<file path="src/rtl/rsf_pkg.sv">
package rsf_pkg;

    // Status tag stored with each character
    typedef struct packed {
        logic frm;   // framing (async) or CRC mismatch (sync)
        logic par;   // parity check failed
        logic ovr;   // this entry was overwritten
    } rsf_flags_t;

    localparam rsf_flags_t FLAGS_CLEAR = '{frm: 1'b0, par: 1'b0, ovr: 1'b0};

    // Parity check: x is XOR of data and parity bit; odd sense expects 1
    function automatic logic parity_fails(input logic x, input logic odd_sense);
        return x ^ odd_sense;
    endfunction

    // Interrupt cause combining held and live status
    function automatic logic irq_cause(input logic par_s, input logic ovr_s,
                                       input logic frm_s, input logic is_async);
        return par_s | ovr_s | (frm_s & is_async);
    endfunction

endpackage

</file>
<file path="src/rtl/rsf_store.sv">
module rsf_store
    import rsf_pkg::*;
#(
    parameter int DEPTH  = 3,
    parameter int DATA_W = 8
) (
    input  logic              clk,
    input  logic              rst,
    input  logic              push,
    input  logic [DATA_W-1:0] push_data,
    input  logic              push_frm,
    input  logic              push_par,
    input  logic              pop_req,
    input  logic              clr_top,
    output logic              top_valid,
    output rsf_flags_t        top_flags,
    output logic [DATA_W-1:0] out_data,
    output logic              do_pop
);
    localparam int PTR_W = (DEPTH > 1) ? $clog2(DEPTH) : 1;
    localparam int CNT_W = $clog2(DEPTH + 1);

    logic [DATA_W-1:0] mem_d [DEPTH];
    rsf_flags_t        mem_f [DEPTH];
    logic [PTR_W-1:0]  head_q;
    logic [CNT_W-1:0]  cnt_q;
    logic [DATA_W-1:0] last_q;

    logic              full;
    logic              ovr_write;
    logic [PTR_W-1:0]  tail;
    logic [PTR_W-1:0]  newest;
    logic [PTR_W-1:0]  wr_idx;
    logic [PTR_W-1:0]  head_nxt;

    always_comb begin
        int unsigned s;
        s = 32'(head_q) + 32'(cnt_q);
        if (s >= 32'(DEPTH)) s = s - 32'(DEPTH);
        tail   = PTR_W'(s);
        newest = (tail == '0) ? PTR_W'(DEPTH - 1) : tail - 1'b1;
        head_nxt = (head_q == PTR_W'(DEPTH - 1)) ? '0 : head_q + 1'b1;
    end

    assign top_valid = (cnt_q != '0);
    assign full      = (cnt_q == CNT_W'(DEPTH));
    assign do_pop    = pop_req & top_valid;
    assign ovr_write = push & full & ~do_pop;
    assign wr_idx    = ovr_write ? newest : tail;

    assign top_flags = top_valid ? mem_f[head_q] : FLAGS_CLEAR;
    assign out_data  = top_valid ? mem_d[head_q] : last_q;

    generate
        for (genvar i = 0; i < DEPTH; i++) begin : g_slot
            always_ff @(posedge clk) begin
                if (rst) begin
                    mem_d[i] <= '0;
                    mem_f[i] <= FLAGS_CLEAR;
                end else if (push && wr_idx == PTR_W'(i)) begin
                    mem_d[i] <= push_data;
                    mem_f[i] <= '{frm: push_frm, par: push_par, ovr: ovr_write};
                end else if (clr_top && top_valid && head_q == PTR_W'(i)) begin
                    mem_f[i] <= FLAGS_CLEAR;
                end
            end
        end
    endgenerate

    always_ff @(posedge clk) begin
        if (rst) begin
            head_q <= '0;
            cnt_q  <= '0;
            last_q <= '0;
        end else begin
            if (do_pop) begin
                head_q <= head_nxt;
                last_q <= mem_d[head_q];
            end
            if (push && !do_pop && !full)
                cnt_q <= cnt_q + 1'b1;
            else if (!push && do_pop)
                cnt_q <= cnt_q - 1'b1;
        end
    end

endmodule

</file>
<file path="src/rtl/rsf_status.sv">
module rsf_status
    import rsf_pkg::*;
(
    input  logic       clk,
    input  logic       rst,
    input  logic       top_valid,
    input  rsf_flags_t top_flags,
    input  logic       do_pop,
    input  logic       err_reset,
    input  logic       async_mode,
    input  logic       rx_int_en,
    output logic       stat_frm,
    output logic       stat_par,
    output logic       stat_ovr,
    output logic       irq
);
    logic par_held_q;
    logic ovr_held_q;

    always_ff @(posedge clk) begin
        if (rst || err_reset) begin
            par_held_q <= 1'b0;
            ovr_held_q <= 1'b0;
        end else if (do_pop) begin
            if (top_flags.par) par_held_q <= 1'b1;
            if (top_flags.ovr) ovr_held_q <= 1'b1;
        end
    end

    assign stat_frm = top_valid & top_flags.frm;
    assign stat_par = par_held_q | (top_valid & top_flags.par);
    assign stat_ovr = ovr_held_q | (top_valid & top_flags.ovr);
    assign irq      = rx_int_en & irq_cause(stat_par, stat_ovr, stat_frm, async_mode);

endmodule

</file>
<file path="src/rtl/rsf_tx_idle.sv">
module rsf_tx_idle (
    input  logic async_mode,
    input  logic tx_busy,
    input  logic tx_buf_empty,
    output logic all_sent
);
    assign all_sent = ~async_mode | (~tx_busy & tx_buf_empty);
endmodule

</file>
<file path="src/rtl/rx_stat_fifo.sv">
module rx_stat_fifo
    import rsf_pkg::*;
#(
    parameter int DEPTH  = 3,
    parameter int DATA_W = 8
) (
    input  logic              clk,
    input  logic              rst,
    input  logic              rx_valid,
    input  logic [DATA_W-1:0] rx_data,
    input  logic              rx_frm_crc_err,
    input  logic              rx_par_bit,
    input  logic              async_mode,
    input  logic              par_en,
    input  logic              par_odd,
    input  logic              rx_int_en,
    input  logic              rd_pop,
    input  logic              err_reset,
    input  logic              tx_busy,
    input  logic              tx_buf_empty,
    output logic [DATA_W-1:0] rd_data,
    output logic              char_avail,
    output logic              stat_frm_crc,
    output logic              stat_parity,
    output logic              stat_overrun,
    output logic              special_irq,
    output logic              all_sent
);
    logic       in_par_err;
    logic       top_valid;
    logic       do_pop;
    rsf_flags_t top_flags;

    assign in_par_err = par_en & parity_fails(^{rx_data, rx_par_bit}, par_odd);

    rsf_store #(.DEPTH(DEPTH), .DATA_W(DATA_W)) u_store (
        .clk       (clk),
        .rst       (rst),
        .push      (rx_valid),
        .push_data (rx_data),
        .push_frm  (rx_frm_crc_err),
        .push_par  (in_par_err),
        .pop_req   (rd_pop),
        .clr_top   (err_reset),
        .top_valid (top_valid),
        .top_flags (top_flags),
        .out_data  (rd_data),
        .do_pop    (do_pop)
    );

    rsf_status u_status (
        .clk        (clk),
        .rst        (rst),
        .top_valid  (top_valid),
        .top_flags  (top_flags),
        .do_pop     (do_pop),
        .err_reset  (err_reset),
        .async_mode (async_mode),
        .rx_int_en  (rx_int_en),
        .stat_frm   (stat_frm_crc),
        .stat_par   (stat_parity),
        .stat_ovr   (stat_overrun),
        .irq        (special_irq)
    );

    rsf_tx_idle u_tx_idle (
        .async_mode   (async_mode),
        .tx_busy      (tx_busy),
        .tx_buf_empty (tx_buf_empty),
        .all_sent     (all_sent)
    );

    assign char_avail = top_valid;

endmodule

</file>
<file path="config.mk">
export PLATFORM = sky130hd
export DESIGN_NAME = rx_stat_fifo
export DESIGN_NICKNAME = d
export VERILOG_FILES = /design/src/rtl/rsf_pkg.sv /design/src/rtl/rsf_store.sv /design/src/rtl/rsf_status.sv /design/src/rtl/rsf_tx_idle.sv /design/src/rtl/rx_stat_fifo.sv
export SDC_FILE = /design/constraint.sdc
export NUM_CORES = 1
export LEC_CHECK = 0
export ABC_AREA = 1
export BUFFER_PORTS_ARGS = -buffer_cell sky130_fd_sc_hd__buf_2
export CAP_MARGIN = 10
export CORE_MARGIN = 2
export CORE_UTILIZATION = 50
export CTS_BUF_LIST = sky130_fd_sc_hd__clkbuf_4
export CTS_CLUSTER_DIAMETER = 100
export DETAILED_ROUTE_END_ITERATION = 16
export PLACE_DENSITY = 0.74
export SLEW_MARGIN = 20
export SYNTH_ARGS = -nofsm -noshare
export SYNTH_HDL_FRONTEND = slang
export SYNTH_SLANG_ARGS = --single-unit
</file>
<file path="constraint.sdc">
create_clock -name clk -period 2.6 [get_ports clk]
set_input_delay 0.78 -clock clk [delete_from_list [all_inputs] [get_ports clk]]
set_output_delay 0.78 -clock clk [all_outputs]
set_load 0.005 [all_outputs]
</file>
Word-level counts from Yosys, hierarchy flattened
Memories as Yosys holds them, arrays and structs flattened. A register that Yosys moved wholly into a read port is not among the register bits.
Cells that the tools add are included.
{"block": "totals", "register_bits": 14, "ramBits": 33, "output_inout_bits": 14, "word_cells": 113, "memories": 2}
{"block": "classes", "addsub": 6, "order_cmp": 1, "eq_ne": 5, "n_mux": 44, "bitwise_logic": 28, "n_reduce_logical": 22}
{"memory": "u_store.mem_d", "depth": 3, "word_bits": 8, "read_ports": 1, "rd_ports_with_merged_regs": 1, "write_ports": 3, "line_no": "rsf_store.sv:23", "source": "logic [DATA_W-1:0] mem_d [DEPTH];"}
{"memory": "u_store.mem_f", "depth": 3, "word_bits": 3, "read_ports": 1, "rd_ports_with_merged_regs": 1, "write_ports": 3, "line_no": "rsf_store.sv:24", "source": "rsf_flags_t mem_f [DEPTH];"}
{"operator": "2-to-1 mux 8 bit", "n": 4}
{"operator": "2-to-1 mux 1 bit", "n": 23}
{"operator": "2-to-1 mux 3 bit", "n": 7}
{"operator": "2-to-1 mux 2 bit", "n": 10}
{"operator": "bitwise OR 1 bit", "n": 14}
{"operator": "AND 1 bit", "n": 10}
{"operator": "logical AND 1 bit", "n": 10}
{"operator": "XOR reduction 9 bit", "n": 1}
{"operator": "equality test 2 bit, second input constant", "n": 3}
{"operator": "zero test 2 bit", "n": 3}
{"operator": "adder 2 x 1 -> 2 bit, second input constant", "n": 2}
{"operator": "equality test 2 x 1 -> 1 bit, second input constant", "n": 2}
{"operator": "AND reduction 2 bit", "n": 2}
{"operator": "nonzero test 2 bit", "n": 2}
{"operator": "subtractor 2 x 1 -> 2 bit, second input constant", "n": 2}
{"operator": "adder 2 x 2 -> 3 bit", "n": 1}
{"operator": ">= comparator 3 x 2 -> 1 bit, second input constant", "n": 1}
{"operator": "zero test 1 bit", "n": 3}
{"operator": "NOT 1 bit", "n": 3}
{"operator": "subtractor 2 bit, second input constant", "n": 1}
{"operator": "logical OR 1 bit", "n": 1}
{"operator": "bitwise XOR 1 bit", "n": 1}

Longest topological paths before layout
{"block": "logic_depth", "depth_word": 13, "mapped_depth": 18, "depth_no_buf": 17}

Modules after synthesis
Synthesis repeated with hierarchy kept, for this count alone.
{"block": "unflattened", "hier_cells": 313, "hier_area_um2": 2606.2}
{"module": "rsf_store", "n_inst": 1, "cells_per_inst": 255, "area_per_inst_um2": 2301.0, "seq_area_each_um2": 1271.2}
{"module": "rx_stat_fifo", "n_inst": 1, "cells_per_inst": 32, "area_per_inst_um2": 158.9, "seq_area_each_um2": 0.0}
{"module": "rsf_status", "n_inst": 1, "cells_per_inst": 23, "area_per_inst_um2": 135.1, "seq_area_each_um2": 40.0}
{"module": "rsf_tx_idle", "n_inst": 1, "cells_per_inst": 3, "area_per_inst_um2": 11.3, "seq_area_each_um2": 0.0}

Worst setup path before layout
No wires, ideal clock.
{"block": "synth_path", "path_type": "register -> register", "start": "reg u_store.cnt_q[0]", "end": "mem u_store.mem_d[1][0], enable pin", "setup_ps": 329, "arrival_ps": 2405, "required_time_ps": 2271, "setup_slack_ps": -133, "stages_incl_launch_ff": 17, "synth_period_minus_slack_ps": 2733, "cell_sequence": "dfxtp_1 -> ha_1 -> inv_1 -> fa_1 -> inv_1 -> ha_1 -> inv_1 -> nand3b_1 -> nand2_1 -> nand2_1 -> inv_1 -> ha_1 -> nor2_1 -> inv_1 -> nand2_2 -> nand3_1 -> nand2_1"}
{"item": "from (decl)", "line_no": "rsf_store.sv:26", "source": "logic [CNT_W-1:0] cnt_q;"}
{"item": "from (signal assigned)", "line_no": "rsf_store.sv:81", "source": "cnt_q <= cnt_q + 1'b1;"}
{"item": "from (signal assigned)", "line_no": "rsf_store.sv:83", "source": "cnt_q <= cnt_q - 1'b1;"}
{"item": "to (decl)", "line_no": "rsf_store.sv:23"}

==> metrics <==
DRC violations left 0; Core ar. roughly 4800 um2; Hold Fails Final Rpt 0; fin crit period between 2 and 3 ns; dpl ws -0.1574 ns; final-report setup violation count 66; Sequential Power Share between 40 and 50%; final worst slack -0.1675 ns; Power per Cell Area 595.7 nW/um2; clock skew 0.007371 ns; WHS Endpoint u_status.par_held_q$_SDFFE_PP0P_; vias in the first global route just under 2000; Peak VDD IR approximately 0.23 mV; critical path depth 16; Worst R2R Start u_store.head_q[0]$_SDFFE_PP0P_; post-synthesis cell area approximately 2500 um2; Avg Cell Area, Syn around 8.4 um2; number of max-cap violations 0; layout cell share with drive strength beyond 1 between 30% and 40%; Synth top area share about 40%; crit path launch type register; largest net degree at the start of global routing 21; Starting DRT DRC Count ~110; Final period util 106.4%; final max-slew violation count 0; CP max-delay cell fa_1; final WL between 5000 and 6000 um; register area share after synthesis around half; Yosys reg bits 49; dpl hpwl ~4000 um; DR vias/cell a little over 5; r2r setup slk -0.17 ns; Fillers approximately 410; antenna violations before repair 0; hold_buf cts 0; RR Endpoint u_store.mem_d[0][7]$_SDFFCE_PN0P_; Sink Count 49; Comb pwr share between 20% and 30%; Total GRT Usage a little over a fifth; status finished, violations left; RSZ-0062 raised after global routing true; root buf cell clkbuf_4; clock-pin slew on the worst setup and hold paths 0.14 ns; wire length per cell 13.56 um; switching portion of total power between 30% and 40%; critical path arrival roughly 3 ns; first-pass GRT wire length between 8000 and 9000 um; CP bufs+invs 6; Worst Hold Launch u_status.par_held_q$_SDFFE_PP0P_; htree depth 2; total CTS buffers 5; Die H 75.42 um; die width about 75 um; Placer Congestion ~0.8; via count about 2200; P_int 0.001333 W; DP Cell Count between 400 and 500; Post-Layout Cell Count 425; clock latency on the worst-skew pair 0.37 ns; Clock Path Buffers 2; relative slew slack between 60% and 70%; CTS tree yes; Clock power frac between 20% and 30%; critical path's top delay family adder cells; violated checks setup timing; Worst path most repeated cell ha_4; IO buf count 34; Fmax between 300 and 400 MHz; Top Ports 35; Area contributors post-synth edfxtp_1, dfxtp_1, nand2_1, o21ai_0, inv_1; R2R depth 16; remaining antenna violation count after routing 0; area leader, netlist edfxtp_1; hold path cells 2; Synth cell types 28; kind of critical path reg -> reg; Nets roughly 380; Synth Warn # 0; total grt overflow 0; crit-path max FO 6; crit path capture type register; switching power of the nets about 0.00061 W; syn_nets ~330; CP Cell Sequence ha_4 -> inv_4 -> fa_1 -> inv_2 -> ha_4 -> inv_2 -> nand3b_1 -> buf_4 -> nand2_2 -> ha_4 -> nor2_1 -> inv_1 -> nand2_4 -> buf_6 -> nand3_4 -> nor2_2; Least-Margin Pin Slew ~0.58 ns; Synth-to-Final Area Change 27.87%; DRT Pass-1 Iters 4; Crit path largest cell delay around 0.58 ns; Die ar. 5687 um2; static leakage power 1.416 nW; Starting Density between 50 and 60%; # diodes 0; Hold Crit Class reg -> reg; Synth Instances around 300; FP Rows 25; Data required, critical path ~2.8 ns
worst register-to-register path, stage by stage, from the launching register on:
cell and delay (ns):
dfxtp_2 0.38, ha_4 0.14, inv_4 0.03, fa_1 0.58, inv_2 0.06, ha_4 0.15
inv_2 0.05, nand3b_1 0.10, buf_4 0.17, nand2_2 0.08, ha_4 0.19, nor2_1 0.08
inv_1 0.08, nand2_4 0.12, buf_6 0.14, nand3_4 0.15, nor2_2 0.15
metal layers:
layer / GRT usage, % / wire length (um)
met3: 4.365 / 208
met5: 0 / 0
met1: 27.28 / 2579
met2: 35.46 / 2906
met4: 7.212 / 70
worst max path at each step:
stage	startpoint	end	slack (ns)
floorplan	u_store.cnt_q[0]$_SDFFE_PP0P_	u_store.mem_d[0][0]$_SDFFCE_PN0P_	0.02
global placement	u_store.head_q[0]$_SDFFE_PP0P_	u_store.mem_f[0][2]$_SDFFCE_PP0P_	-0.08
detailed placement	u_store.head_q[0]$_SDFFE_PP0P_	u_store.mem_f[0][2]$_SDFFCE_PP0P_	-0.16
CTS	u_store.cnt_q[0]$_SDFFE_PP0P_	u_store.mem_d[2][0]$_SDFFCE_PN0P_	-0.04
global route	u_store.head_q[0]$_SDFFE_PP0P_	u_store.mem_f[0][1]$_SDFFCE_PP0P_	-0.31
finish	u_store.head_q[0]$_SDFFE_PP0P_	u_store.mem_d[0][7]$_SDFFCE_PN0P_	-0.17
cell usage after synthesis (all sizes together):
library cell   n
nand2         80
nor2          41
inv           36
edfxtp        33
o21ai         29
nand3         27
dfxtp         16
a21oi         13
buf            6
clkbuf         4
o211ai         4
ha             3
a211oi         2
nand4          2
a21boi         1
a31oi          1
fa             1
nand3b         1
xnor2          1
xor2           1
power by group through the flow:
stage / Clock (W) / Sequential [W] / Combinational (W)
global route: 0.000477 / 0.000960 / 0.000603
detailed placement: 0 / 0.000968 / 0.000401
floorplan: 0 / 0.000956 / 0.000273
finish: 0.000449 / 0.000954 / 0.000540
global placement: 0 / 0.000965 / 0.000386
CTS: 0.000450 / 0.000950 / 0.000470
state kept, by name (all words and copies together), names as in the netlist, named ones only:
| name | flops |
|---|---|
| u_status.ovr_held_q | 1 |
| u_store.head_q | 2 |
| u_store.cnt_q | 2 |
| u_store.last_q | 8 |
| u_store.mem_f | 9 |
| u_status.par_held_q | 1 |
| u_store.mem_d | 24 |
what timing repair did:
action / in CTS / in global routing
gates cloned: 2 / 2
endpoints found under the setup margin: 65 / 75
setup buffers: 4 / 3
pin swaps: 9 / 17
resized for setup: 24 / 43
placed cells by master, fill, tap and decap left out, types with 12 or more instances in the layout:
| cell | count |
|---|---|
| buf_2 | 34 |
| o21ai_0 | 29 |
| edfxtp_1 | 33 |
| buf_4 | 13 |
| nand2_1 | 68 |
| dfxtp_1 | 12 |
| nor2_2 | 30 |
| nand3_1 | 19 |
| inv_1 | 26 |
| a21oi_1 | 13 |
area by class of cell:
cell class / instances / area, um2 / share of cell area (%)
clock buffer: 5 / 37.54 / 1.151
tap: 67 / 83.83 / 2.571
clock inverter: 3 / 41.29 / 1.266
timing repair buffer: 54 / 346.6 / 10.63
timing repair inverter: 2 / 12.51 / 0.3837
sequential: 49 / 1316 / 40.37
multi-input combinational: 209 / 1275 / 39.10
inverter: 36 / 147.6 / 4.528
kinds of logic after synthesis:
group / synth area share [%]
compound gates: 10.55
xor+xnor: 0.6871
fa+ha+maj: 2.257
buf+inv: 7.900
flops: 51.42
simple gates: 27.18
metrics by stage:
step                      utilization [%]  TNS, ns  hold slack (ns)  instance area (um2)  power, W
after floorplan                         -        0           0.4447                 2565  0.001229
after global placement              59.17  -0.7010           0.4556                 2850  0.001351
after detailed placement            59.17   -4.675           0.4658                 2850  0.001369
after CTS                           64.00  -0.9487           0.4843                 3083  0.001869
after global routing                67.69   -15.74           0.5020                 3261  0.002040
final                               67.69   -7.214           0.4834                 3261  0.001942
(Power assumes the default switching activity.)
